### config.mk
export PLATFORM = sky130hd
export DESIGN_NAME = refmon_top
export DESIGN_NICKNAME = d
export VERILOG_FILES = /design/src/rtl/refmon_pkg.sv /design/src/rtl/refmon_act.sv /design/src/rtl/refmon_freq.sv /design/src/rtl/refmon_sel.sv /design/src/rtl/refmon_top.sv
export SDC_FILE = /design/constraint.sdc
export NUM_CORES = 1
export LEC_CHECK = 0
export ABC_AREA = 1
export BUFFER_PORTS_ARGS = -buffer_cell sky130_fd_sc_hd__clkbuf_2
export CORE_ASPECT_RATIO = 0.75
export CORE_MARGIN = 10
export CORE_UTILIZATION = 62
export CTS_CLUSTER_DIAMETER = 30
export CTS_CLUSTER_SIZE = 30
export DETAILED_ROUTE_END_ITERATION = 16
export GPL_TIMING_DRIVEN = 0
export PLACE_DENSITY = 0.79
export REMOVE_ABC_BUFFERS = 1
export SYNTH_ARGS = -nofsm -noshare
export SYNTH_HDL_FRONTEND = slang
export SYNTH_HIERARCHICAL = 1
export SYNTH_SLANG_ARGS = --single-unit
export TNS_END_PERCENT = 20
### constraint.sdc
create_clock -name clk -period 5.42 [get_ports clk]
set_input_delay 1.355 -clock clk [delete_from_list [all_inputs] [get_ports clk]]
set_output_delay 1.355 -clock clk [all_outputs]
set_load 0.02 [all_outputs]
### src/rtl/refmon_pkg.sv
package refmon_pkg;
    typedef enum logic [1:0] {
        ST_LOST   = 2'd0,
        ST_AUTO   = 2'd1,
        ST_MANUAL = 2'd2
    } sel_state_t;

    localparam logic [2:0] ADR_INVERT = 3'd0;
    localparam logic [2:0] ADR_MISS   = 3'd1;
    localparam logic [2:0] ADR_LOW    = 3'd2;
    localparam logic [2:0] ADR_HIGH   = 3'd3;
    localparam logic [2:0] ADR_PRIO   = 3'd4;
    localparam logic [2:0] ADR_MODE   = 3'd5;
endpackage

### src/rtl/refmon_act.sv
module refmon_act #(
    parameter int CNT_W = 12
) (
    input  logic             clk,
    input  logic             rst_n,
    input  logic             raw,
    input  logic             invert,
    input  logic [CNT_W-1:0] miss_lim,
    output logic             edge_p,
    output logic             active
);
    logic [2:0]       sync_q;
    logic [CNT_W-1:0] gap_q;

    assign edge_p = sync_q[1] & ~sync_q[2];

    always_ff @(posedge clk) begin
        if (!rst_n) begin
            sync_q <= '0;
            gap_q  <= '0;
            active <= 1'b0;
        end else begin
            sync_q <= {sync_q[1:0], raw ^ invert};
            if (edge_p) begin
                gap_q  <= '0;
                active <= 1'b1;
            end else if (gap_q >= miss_lim) begin
                active <= 1'b0;
            end else begin
                gap_q <= gap_q + 1'b1;
            end
        end
    end
endmodule

### src/rtl/refmon_freq.sv
module refmon_freq #(
    parameter int CNT_W     = 12,
    parameter int HYST_WINS = 2
) (
    input  logic             clk,
    input  logic             rst_n,
    input  logic             edge_p,
    input  logic             win_end,
    input  logic [CNT_W-1:0] low,
    input  logic [CNT_W-1:0] high,
    output logic             freq_ok
);
    localparam int HYST_W = $clog2(HYST_WINS + 1);
    localparam logic [HYST_W-1:0] HYST_LAST = HYST_W'(HYST_WINS - 1);

    logic [CNT_W-1:0]  cnt_q;
    logic [HYST_W-1:0] good_q;
    logic [CNT_W:0]    total;
    logic              in_band;

    assign total   = {1'b0, cnt_q} + {{CNT_W{1'b0}}, edge_p};
    assign in_band = (total >= {1'b0, low}) && (total <= {1'b0, high});

    always_ff @(posedge clk) begin
        if (!rst_n) begin
            cnt_q   <= '0;
            good_q  <= '0;
            freq_ok <= 1'b0;
        end else if (win_end) begin
            cnt_q <= '0;
            if (!in_band) begin
                freq_ok <= 1'b0;
                good_q  <= '0;
            end else if (good_q >= HYST_LAST) begin
                freq_ok <= 1'b1;
            end else begin
                good_q <= good_q + 1'b1;
            end
        end else if (edge_p && (cnt_q != {CNT_W{1'b1}})) begin
            cnt_q <= cnt_q + 1'b1;
        end
    end
endmodule

### src/rtl/refmon_sel.sv
module refmon_sel
    import refmon_pkg::*;
#(
    parameter int NUM_REF = 4,
    parameter int PRIO_W  = 4,
    parameter int IDX_W   = 2
) (
    input  logic                      clk,
    input  logic                      rst_n,
    input  logic [NUM_REF-1:0]        valid,
    input  logic [NUM_REF*PRIO_W-1:0] prio,
    input  logic                      manual,
    input  logic                      revert,
    input  logic [IDX_W-1:0]          manual_idx,
    output logic [IDX_W-1:0]          sel_idx,
    output logic                      sel_valid,
    output logic                      all_lost,
    output logic                      sw_strobe
);
    sel_state_t       state_q, state_d;
    logic [IDX_W-1:0] sel_d;
    logic [IDX_W-1:0] best_idx;
    logic [PRIO_W-1:0] best_prio, cur_prio;
    logic             best_found, cur_ok;

    always_comb begin
        best_idx   = '0;
        best_prio  = '0;
        best_found = 1'b0;
        for (int i = 0; i < NUM_REF; i++) begin
            if (valid[i] && (prio[i*PRIO_W +: PRIO_W] > best_prio)) begin
                best_idx   = IDX_W'(i);
                best_prio  = prio[i*PRIO_W +: PRIO_W];
                best_found = 1'b1;
            end
        end
    end

    assign cur_prio = prio[sel_idx*PRIO_W +: PRIO_W];
    assign cur_ok   = valid[sel_idx] && (cur_prio != '0);

    always_comb begin
        state_d = state_q;
        sel_d   = sel_idx;
        unique case (state_q)
            ST_LOST: begin
                if (manual) begin
                    state_d = ST_MANUAL;
                    sel_d   = manual_idx;
                end else if (best_found) begin
                    state_d = ST_AUTO;
                    sel_d   = best_idx;
                end
            end
            ST_AUTO: begin
                if (manual) begin
                    state_d = ST_MANUAL;
                    sel_d   = manual_idx;
                end else if (!cur_ok) begin
                    if (best_found) sel_d = best_idx;
                    else            state_d = ST_LOST;
                end else if (revert && best_found && (best_prio > cur_prio)) begin
                    sel_d = best_idx;
                end
            end
            ST_MANUAL: begin
                if (manual) sel_d = manual_idx;
                else        state_d = ST_AUTO;
            end
            default: state_d = ST_LOST;
        endcase
    end

    always_ff @(posedge clk) begin
        if (!rst_n) begin
            state_q   <= ST_LOST;
            sel_idx   <= '0;
            sw_strobe <= 1'b0;
            all_lost  <= 1'b1;
        end else begin
            state_q   <= state_d;
            sel_idx   <= sel_d;
            sw_strobe <= (sel_d != sel_idx);
            all_lost  <= (valid == '0);
        end
    end

    always_comb begin
        sel_valid = (state_q != ST_LOST) && valid[sel_idx];
    end
endmodule

### src/rtl/refmon_top.sv
module refmon_top
    import refmon_pkg::*;
#(
    parameter int NUM_REF   = 4,
    parameter int CNT_W     = 12,
    parameter int PRIO_W    = 4,
    parameter int DATA_W    = 16,
    parameter int WIN_LEN   = 256,
    parameter int HYST_WINS = 2,
    parameter int IDX_W     = $clog2(NUM_REF)
) (
    input  logic               clk,
    input  logic               rst_n,
    input  logic [NUM_REF-1:0] ref_in,
    input  logic               wr_en,
    input  logic [2:0]         wr_addr,
    input  logic [DATA_W-1:0]  wr_data,
    output logic [IDX_W-1:0]   sel_idx,
    output logic               sel_valid,
    output logic               all_lost,
    output logic               sw_strobe,
    output logic [NUM_REF-1:0] ref_active,
    output logic [NUM_REF-1:0] ref_freq_ok,
    output logic [NUM_REF-1:0] ref_valid
);
    localparam int WIN_W  = $clog2(WIN_LEN);
    localparam int PRIO_T = NUM_REF * PRIO_W;
    localparam logic [WIN_W-1:0] WIN_LAST = WIN_W'(WIN_LEN - 1);

    logic [NUM_REF-1:0] invert_q;
    logic [CNT_W-1:0]   miss_q, low_q, high_q;
    logic [PRIO_T-1:0]  prio_q;
    logic               manual_q, revert_q;
    logic [IDX_W-1:0]   manual_idx_q;
    logic [WIN_W-1:0]   win_q;
    logic               win_end;
    logic [NUM_REF-1:0] edge_p;

    always_ff @(posedge clk) begin
        if (!rst_n) begin
            invert_q     <= '0;
            miss_q       <= CNT_W'(16);
            low_q        <= '0;
            high_q       <= '1;
            prio_q       <= '0;
            manual_q     <= 1'b0;
            revert_q     <= 1'b1;
            manual_idx_q <= '0;
        end else if (wr_en) begin
            unique case (wr_addr)
                ADR_INVERT: invert_q <= wr_data[NUM_REF-1:0];
                ADR_MISS:   miss_q   <= wr_data[CNT_W-1:0];
                ADR_LOW:    low_q    <= wr_data[CNT_W-1:0];
                ADR_HIGH:   high_q   <= wr_data[CNT_W-1:0];
                ADR_PRIO:   prio_q   <= wr_data[PRIO_T-1:0];
                ADR_MODE: begin
                    manual_q     <= wr_data[0];
                    revert_q     <= wr_data[1];
                    manual_idx_q <= wr_data[2 +: IDX_W];
                end
                default: ;
            endcase
        end
    end

    always_ff @(posedge clk) begin
        if (!rst_n)        win_q <= '0;
        else if (win_end)  win_q <= '0;
        else               win_q <= win_q + 1'b1;
    end
    assign win_end = (win_q == WIN_LAST);

    for (genvar g = 0; g < NUM_REF; g++) begin : g_mon
        refmon_act #(.CNT_W(CNT_W)) u_act (
            .clk      (clk),
            .rst_n    (rst_n),
            .raw      (ref_in[g]),
            .invert   (invert_q[g]),
            .miss_lim (miss_q),
            .edge_p   (edge_p[g]),
            .active   (ref_active[g])
        );
        refmon_freq #(.CNT_W(CNT_W), .HYST_WINS(HYST_WINS)) u_freq (
            .clk     (clk),
            .rst_n   (rst_n),
            .edge_p  (edge_p[g]),
            .win_end (win_end),
            .low     (low_q),
            .high    (high_q),
            .freq_ok (ref_freq_ok[g])
        );
    end

    assign ref_valid = ref_active & ref_freq_ok;

    refmon_sel #(.NUM_REF(NUM_REF), .PRIO_W(PRIO_W), .IDX_W(IDX_W)) u_sel (
        .clk        (clk),
        .rst_n      (rst_n),
        .valid      (ref_valid),
        .prio       (prio_q),
        .manual     (manual_q),
        .revert     (revert_q),
        .manual_idx (manual_idx_q),
        .sel_idx    (sel_idx),
        .sel_valid  (sel_valid),
        .all_lost   (all_lost),
        .sw_strobe  (sw_strobe)
    );
endmodule

# Word-level counts from Yosys, hierarchy flattened
# Index checks and enable logic that the tools add are counted.
[word_totals]
ff_bits = 198
input_bits = 26
out_inout_bits = 17
[op_classes]
add_sub_neg = 17
magnitude_cmp = 22
eq_ne = 25
n_shift = 1
mux = 51
bitwise_logic = 14
n_reduce_logical = 45
[ops]
columns = ["operator", "n"]
rows = [
  ["12-bit by 1-bit adder with 12-bit output (second input constant)", 8],
  ["12-bit by 1-bit adder with 13-bit output", 4],
  ["13-bit by 12-bit greater-or-equal comparator with 1-bit output", 4],
  ["13-bit by 12-bit less-or-equal comparator with 1-bit output", 4],
  ["12-bit greater-or-equal comparator", 4],
  ["12-bit != test (second input constant)", 4],
  ["2-bit 2-to-1 mux", 22],
  ["2-bit AND reduction", 14],
  ["1-bit 2-to-1 mux", 22],
  ["2-bit != test (second input constant)", 9],
  ["4-bit > comparator", 4],
  ["1-bit logical AND", 16],
  ["4-bit 2-to-1 mux", 4],
  ["16-bit by 5-bit indexed part select with 4-bit output", 1],
  ["2-bit one-hot mux with 3 select lines", 2],
  ["2-bit nonzero test", 5],
  ["2-bit OR reduction", 5],
  ["2-bit by 1-bit adder with 2-bit output (second input constant)", 4],
  ["8-bit by 1-bit adder with 8-bit output (second input constant)", 1],
  ["8-bit equality test (second input constant)", 1],
  ["2-bit by 1-bit greater-or-equal comparator with 1-bit output (second input constant)", 4],
  ["3-bit by 2-bit equality test with 1-bit output (second input constant)", 2],
  ["3-bit equality test (second input constant)", 2],
  ["3-bit != test (second input constant)", 2],
  ["17 further kinds", 27],
]

# Logic depth before layout (Yosys ltp)
[depth]
depth_word = 19
depth_mapped = 50
depth_no_buf = 50

# By module
# Netlist, hierarchy kept.
[by_module_without_submodules]
columns = ["module", "instances", "cells_per_inst", "area_per_inst_um2", "seq_area_each_um2"]
rows = [
  ["refmon_freq", 4, 250, 1700.4, 300.3],
  ["refmon_act", 4, 184, 1184.9, 320.3],
  ["refmon_top", 1, 360, 2612.5, 1361.3],
  ["refmon_sel", 1, 211, 1189.9, 120.1],
]

# Worst setup path before layout
# Ideal clock, no wire load.
[synth_path]
path_type = "register to register"
start = "register g_mon[0].u_act.active"
end = "register u_sel.sw_strobe"
setup_time_ps = 113
arrival_time_ps = 4775
required_time_ps = 5307
slack_ps = 532
path_stages_with_launch = 41
synth_period_minus_slack_ps = 4888
path_cell_list = "dfxtp_1 -> nand2_1 -> inv_1 -> nand2_1 -> inv_1 -> nand2_1 -> ha_1 -> nand2_1 -> nor2_1 -> nor2_1 -> nand2_2 -> o21ai_0 -> ha_1 -> nand2_1 -> o21a_1 -> nand2_4 -> nand2_1 -> o21ai_0 -> [5 not listed] -> nand2_1 -> o21ai_0 -> ha_1 -> inv_1 -> o21bai_1 -> nand3_1 -> a21oi_1 -> o21ai_0 -> nand2_1 -> nand3_1 -> nand2_1 -> nand2_1 -> nand2_1 -> nand2_1 -> nand3_1 -> nand2_1 -> nor2_1 -> nor2_1"
[synth_between]
elab_chain_cells = 19
word_cells_on_any_way = 32
cone_classes = "order compare (4); eq/ne (1); mux (19); bitwise (1); reduce/logical (7)"
[synth_rtl]
columns = ["element", "line", "source"]
rows = [
  ["start, declared", "refmon_act.sv:10", "output logic active"],
  ["start signal, assigned", "refmon_act.sv:21", "active <= 1'b0;"],
  ["start signal, assigned", "refmon_act.sv:26", "active <= 1'b1;"],
  ["start signal, assigned", "refmon_act.sv:28", "active <= 1'b0;"],
  ["4-bit bitwise AND (*)", "refmon_top.sv:94", "assign ref_valid = ref_active & ref_freq_ok;"],
  ["named net ref_valid[0]", "refmon_top.sv:24", "output logic [NUM_REF-1:0] ref_valid"],
  ["1-bit logical AND", "refmon_sel.sv:31", "if (valid[i] && (prio[i*PRIO_W +: PRIO_W] > best_prio)) begin"],
  ["4-bit 2-to-1 mux", "refmon_sel.sv:31", ""],
  ["4-bit > comparator", "refmon_sel.sv:31", ""],
  ["1-bit logical AND", "refmon_sel.sv:31", ""],
  ["4-bit 2-to-1 mux", "refmon_sel.sv:31", ""],
  ["4-bit > comparator", "refmon_sel.sv:31", ""],
  ["[4 not listed]", "--", ""],
  ["4-bit 2-to-1 mux or 1-bit 2-to-1 mux (tied branches)", "refmon_sel.sv:31", ""],
  ["4-bit > comparator or 1-bit logical AND (tied branches)", "refmon_sel.sv:62", "end else if (revert && best_found && (best_prio > cur_prio)) begin"],
  ["1-bit logical AND", "refmon_sel.sv:62", ""],
  ["2-bit 2-to-1 mux", "refmon_sel.sv:62", ""],
  ["2-bit 2-to-1 mux", "refmon_sel.sv:59", "end else if (!cur_ok) begin"],
  ["2-bit 2-to-1 mux", "refmon_sel.sv:56", "if (manual) begin"],
  ["2-bit one-hot mux with 3 select lines (*)", "refmon_sel.sv:45", "unique case (state_q)"],
  ["2-bit != test (*)", "refmon_sel.sv:83", "sw_strobe <= (sel_d != sel_idx);"],
  ["end signal, assigned", "refmon_sel.sv:83", ""],
  ["end, declared", "refmon_sel.sv:18", "output logic sw_strobe"],
]
# Mark *: on every way through the listed nets, which the timed path passes. The rest lies on a longest branch. The select of a mux whose other input is x is not followed.
# A chain may end at the register's enable or synchronous reset.

# Worst setup path after layout
[layout_path]
start = "register g_mon[0].u_freq.freq_ok"
end = "register u_sel.sw_strobe"
[layout_between]
elab_chain_cells = 19
word_cells_on_any_way = 32
cone_classes = "order compare (4); eq/ne (1); mux (19); bitwise (1); reduce/logical (7)"
[layout_rtl]
columns = ["element", "line", "source"]
rows = [
  ["start, declared", "refmon_freq.sv:11", "output logic freq_ok"],
  ["start signal, assigned", "refmon_freq.sv:28", "freq_ok <= 1'b0;"],
  ["start signal, assigned", "refmon_freq.sv:32", "freq_ok <= 1'b0;"],
  ["start signal, assigned", "refmon_freq.sv:35", "freq_ok <= 1'b1;"],
  ["4-bit bitwise AND (*)", "refmon_top.sv:94", ""],
  ["1-bit logical AND", "refmon_sel.sv:31", ""],
  ["4-bit 2-to-1 mux", "refmon_sel.sv:31", ""],
  ["4-bit > comparator", "refmon_sel.sv:31", ""],
  ["1-bit logical AND", "refmon_sel.sv:31", ""],
  ["4-bit 2-to-1 mux", "refmon_sel.sv:31", ""],
  ["4-bit > comparator", "refmon_sel.sv:31", ""],
  ["1-bit logical AND", "refmon_sel.sv:31", ""],
  ["[3 not listed]", "--", ""],
  ["4-bit 2-to-1 mux or 1-bit 2-to-1 mux (tied branches)", "refmon_sel.sv:31", ""],
  ["4-bit > comparator or 1-bit logical AND (tied branches)", "refmon_sel.sv:62", ""],
  ["1-bit logical AND", "refmon_sel.sv:62", ""],
  ["2-bit 2-to-1 mux", "refmon_sel.sv:62", ""],
  ["2-bit 2-to-1 mux", "refmon_sel.sv:59", ""],
  ["2-bit 2-to-1 mux", "refmon_sel.sv:56", ""],
  ["2-bit one-hot mux with 3 select lines (*)", "refmon_sel.sv:45", ""],
  ["2-bit != test (*)", "refmon_sel.sv:83", ""],
]
# Mark *: on every way between the ends. The rest lies on a longest branch, timed or not. The select of a mux whose other input is x is not followed.

==> metrics.txt <==
Die Y 156 um; status finished, final reports clean; Die ar. roughly 32000 sq um; HP Class reg2reg; DRT Wirelength 39500 um; Setup CP Type reg2reg; CTS Buffer Depth 2; CTS tree yes; Final GP Congestion 0.931; Avg Cell Area, Syn 6.65 sq um; period utilization 96.6%; TritonCTS buffer count 17; Iter 0 DRT Violations 1053; leak pwr about 8.5 nW; Residual DRC 0; Core Footprint 24200 sq um; Startpoint Class flop; H-tree depth 4; PortBufs 42; # clock sinks 198; GRT Total Usage 24.5%; Via density 5.40; Post-synth EDFFs 0; Slew headroom 45.2%; share of the synthesized area in the top cell type 25.8%; Min Hold Slack 420 ps; Clk Latency, worst-skew pair 450 ps; Hold Violations, Final 0; Overall Power 3.32 mW; Setup-failing EPs final 0; area grow syn2layout 8.63%; GRT overflow 0; most numerous cell on the critical path nand2_1; Final min period 5240 ps; Worst VDD drop 0.238 mV; Yosys warnings 6; cells after synthesis 2307; Slowest-stage cell, CP dfxtp_4; final setup margin 182 ps; Critical path buffers and inverters 5; CP required 5770 ps; Die X 202 um; cell area after synthesis 15300 sq um; max-slew violation count 0; Final nets 2561; Starting Density 63.5%; CP Max Fanout 9; top area cells in the synthesized netlist dfxtp_1 (26%), ha_1 (15%), nand2_1 (13%); f_max roughly 190 MHz; dpl hpwl about 30000 um; Root Buffer clkbuf_16; worst slack, placed -314 ps; flop and latch count out of synthesis 198; post-detailed-route count of antenna-violating nets 0; clock slew at reported path FFs 80 ps; Pwr Density 199 nW/um^2; row count 49; Yosys top cell by area dfxtp_1; slowest stage delay, CP between 300 and 400 ps; Worst Skew about 12 ps; pin slew with the least headroom to its limit 819 ps; CP Data Arrival Time 5590 ps; Main synth FF type dfxtp_1; max-cap viol count 0; antenna violations before repair 0; drt first pass iters 7; sequential element share of the synthesized area 25.8%; first-pass GRT wire length 64400 um; post-route cell area 16700 sq um; asr flop ratio synth 0%; largest net degree at the start of global routing 73; final antenna diode count 0; placed cell areas ~16000 sq um; vias in the first global route 13500; share of cells above drive strength 1 12.1%; Fin Setup TNS 0 ps; Synth cell types between 40 and 50; Worst setup EP type flop; crit-path leading delay family simple AND/OR/NAND/NOR gates; vias 14600; Ports 43; routed len/inst about 15 um
-- flip-flops by register name, summed over array words and instances (netlist names) --
register / cells
win_q: 8
g_mon.u_act/sync_q: 12
manual_q: 1
invert_q: 4
u_sel/state_q: 2
g_mon.u_act/gap_q: 48
g_mon.u_act/active: 4
prio_q: 16
u_sel/sw_strobe: 1
u_sel/sel_idx: 2
manual_idx_q: 2
high_q: 12
u_sel/all_lost: 1
g_mon.u_freq/good_q: 8
g_mon.u_freq/cnt_q: 48
miss_q: 12
revert_q: 1
low_q: 12
g_mon.u_freq/freq_ok: 4
-- through the flow --
stage	util [%]	cells
after floorplan	-	2278
after global placement	65.2	2651
after detailed placement	65.4	2652
after CTS	68.0	2684
after global routing	69.0	2698
final	69.0	2698
-- layout by cell type (no fill, tap or decap), types with 7 or more instances in the layout --
cell,netlist,routed
nand2_1,536,522
inv_1,423,421
nor2_1,253,252
dfxtp_1,198,192
ha_1,181,178
nand3_1,144,144
a21oi_1,130,129
o21ai_0,67,58
nand2_2,42,54
clkbuf_2,1,41
xor2_1,40,40
nand4_1,33,33
nor3_1,32,32
nor2_2,27,28
xnor2_1,25,25
a21oi_2,17,18
clkbuf_16,0,17
nand2_4,9,13
nand3_2,13,13
nor2_4,13,13
o21ai_2,8,13
inv_2,13,12
o21ai_1,10,12
buf_4,9,12
nand3b_1,8,8
and3_1,8,8
o21ai_4,5,7
-- where the power goes --
group,internal [mW],switching (mW),total (mW)
combinational,0.151,0.268,0.418
sequential,1.49,0.0596,1.55
clock,0.679,0.670,1.35
total,2.32,0.998,3.32
-- worst min-delay path: stages, from the launching register on --
cell and delay, ps:
dfxtp_1 310, nand2_1 40, inv_1 40
-- cell usage after synthesis, types with 17 or more instances --
| cell type | instances |
|---|---|
| o21ai_0 | 67 |
| inv_1 | 423 |
| nand4_1 | 33 |
| nor2_1 | 253 |
| dfxtp_1 | 198 |
| a21oi_1 | 130 |
| nor3_1 | 32 |
| ha_1 | 181 |
| nand2_2 | 42 |
| nand3_1 | 144 |
| a21oi_2 | 17 |
| xnor2_1 | 25 |
| xor2_1 | 40 |
| nand2_1 | 536 |
| nor2_2 | 27 |
-- worst paths after layout --
| path | endpoint | depth (start not counted) | slack [ps] | from |
|---|---|---|---|---|
| hold reg to reg | g_mon[2].u_act/sync_q[1] | 2 | 420 | g_mon[2].u_act/sync_q[0] |
| setup / recovery | u_sel/sw_strobe | 46 | 180 | g_mon[0].u_freq/freq_ok |
| setup reg to reg | u_sel/sw_strobe | 46 | 180 | g_mon[0].u_freq/freq_ok |
| hold / removal | g_mon[2].u_act/sync_q[1] | 2 | 420 | g_mon[2].u_act/sync_q[0] |
-- final cells by class --
cell class,count,area (sq um)
multi-input combinational,1642,9670
fill,2150,7490
sequential,198,3980
inverter,440,1660
clock buffer,18,439
tap,331,414
timing repair buffer,55,330
clock inverter,14,176
-- cells by family after synthesis --
group | Yosys count | synth area share [%]
fa+ha+maj | 181 | 14.8
buf+inv | 469 | 12.1
compound gates | 265 | 10.3
xor+xnor | 65 | 3.71
simple gates | 1129 | 33.3
flops | 198 | 25.8
-- per-layer routing --
layer / vias to the layer above / part of all wire [%] / global-route usage [%]
met1: 6689 / 45 / 32.0
li1: 7353 / - / -
met2: 444 / 46 / 41.1
met4: 0 / 2.4 / 7.50
met3: 80 / 6.8 / 3.84
met5: - / 0 / 0
-- what timing repair did --
action                                 4_1_cts  5_1_grt
resized for setup                           10       46
hold buffers                                 0        0
setup endpoints to repair                    3        3
cloned                                       0        2
endpoints found under the hold margin        0        0
pin swaps                                    0       19
setup buffers                                0       12
Power figures use the tool's default switching activity.
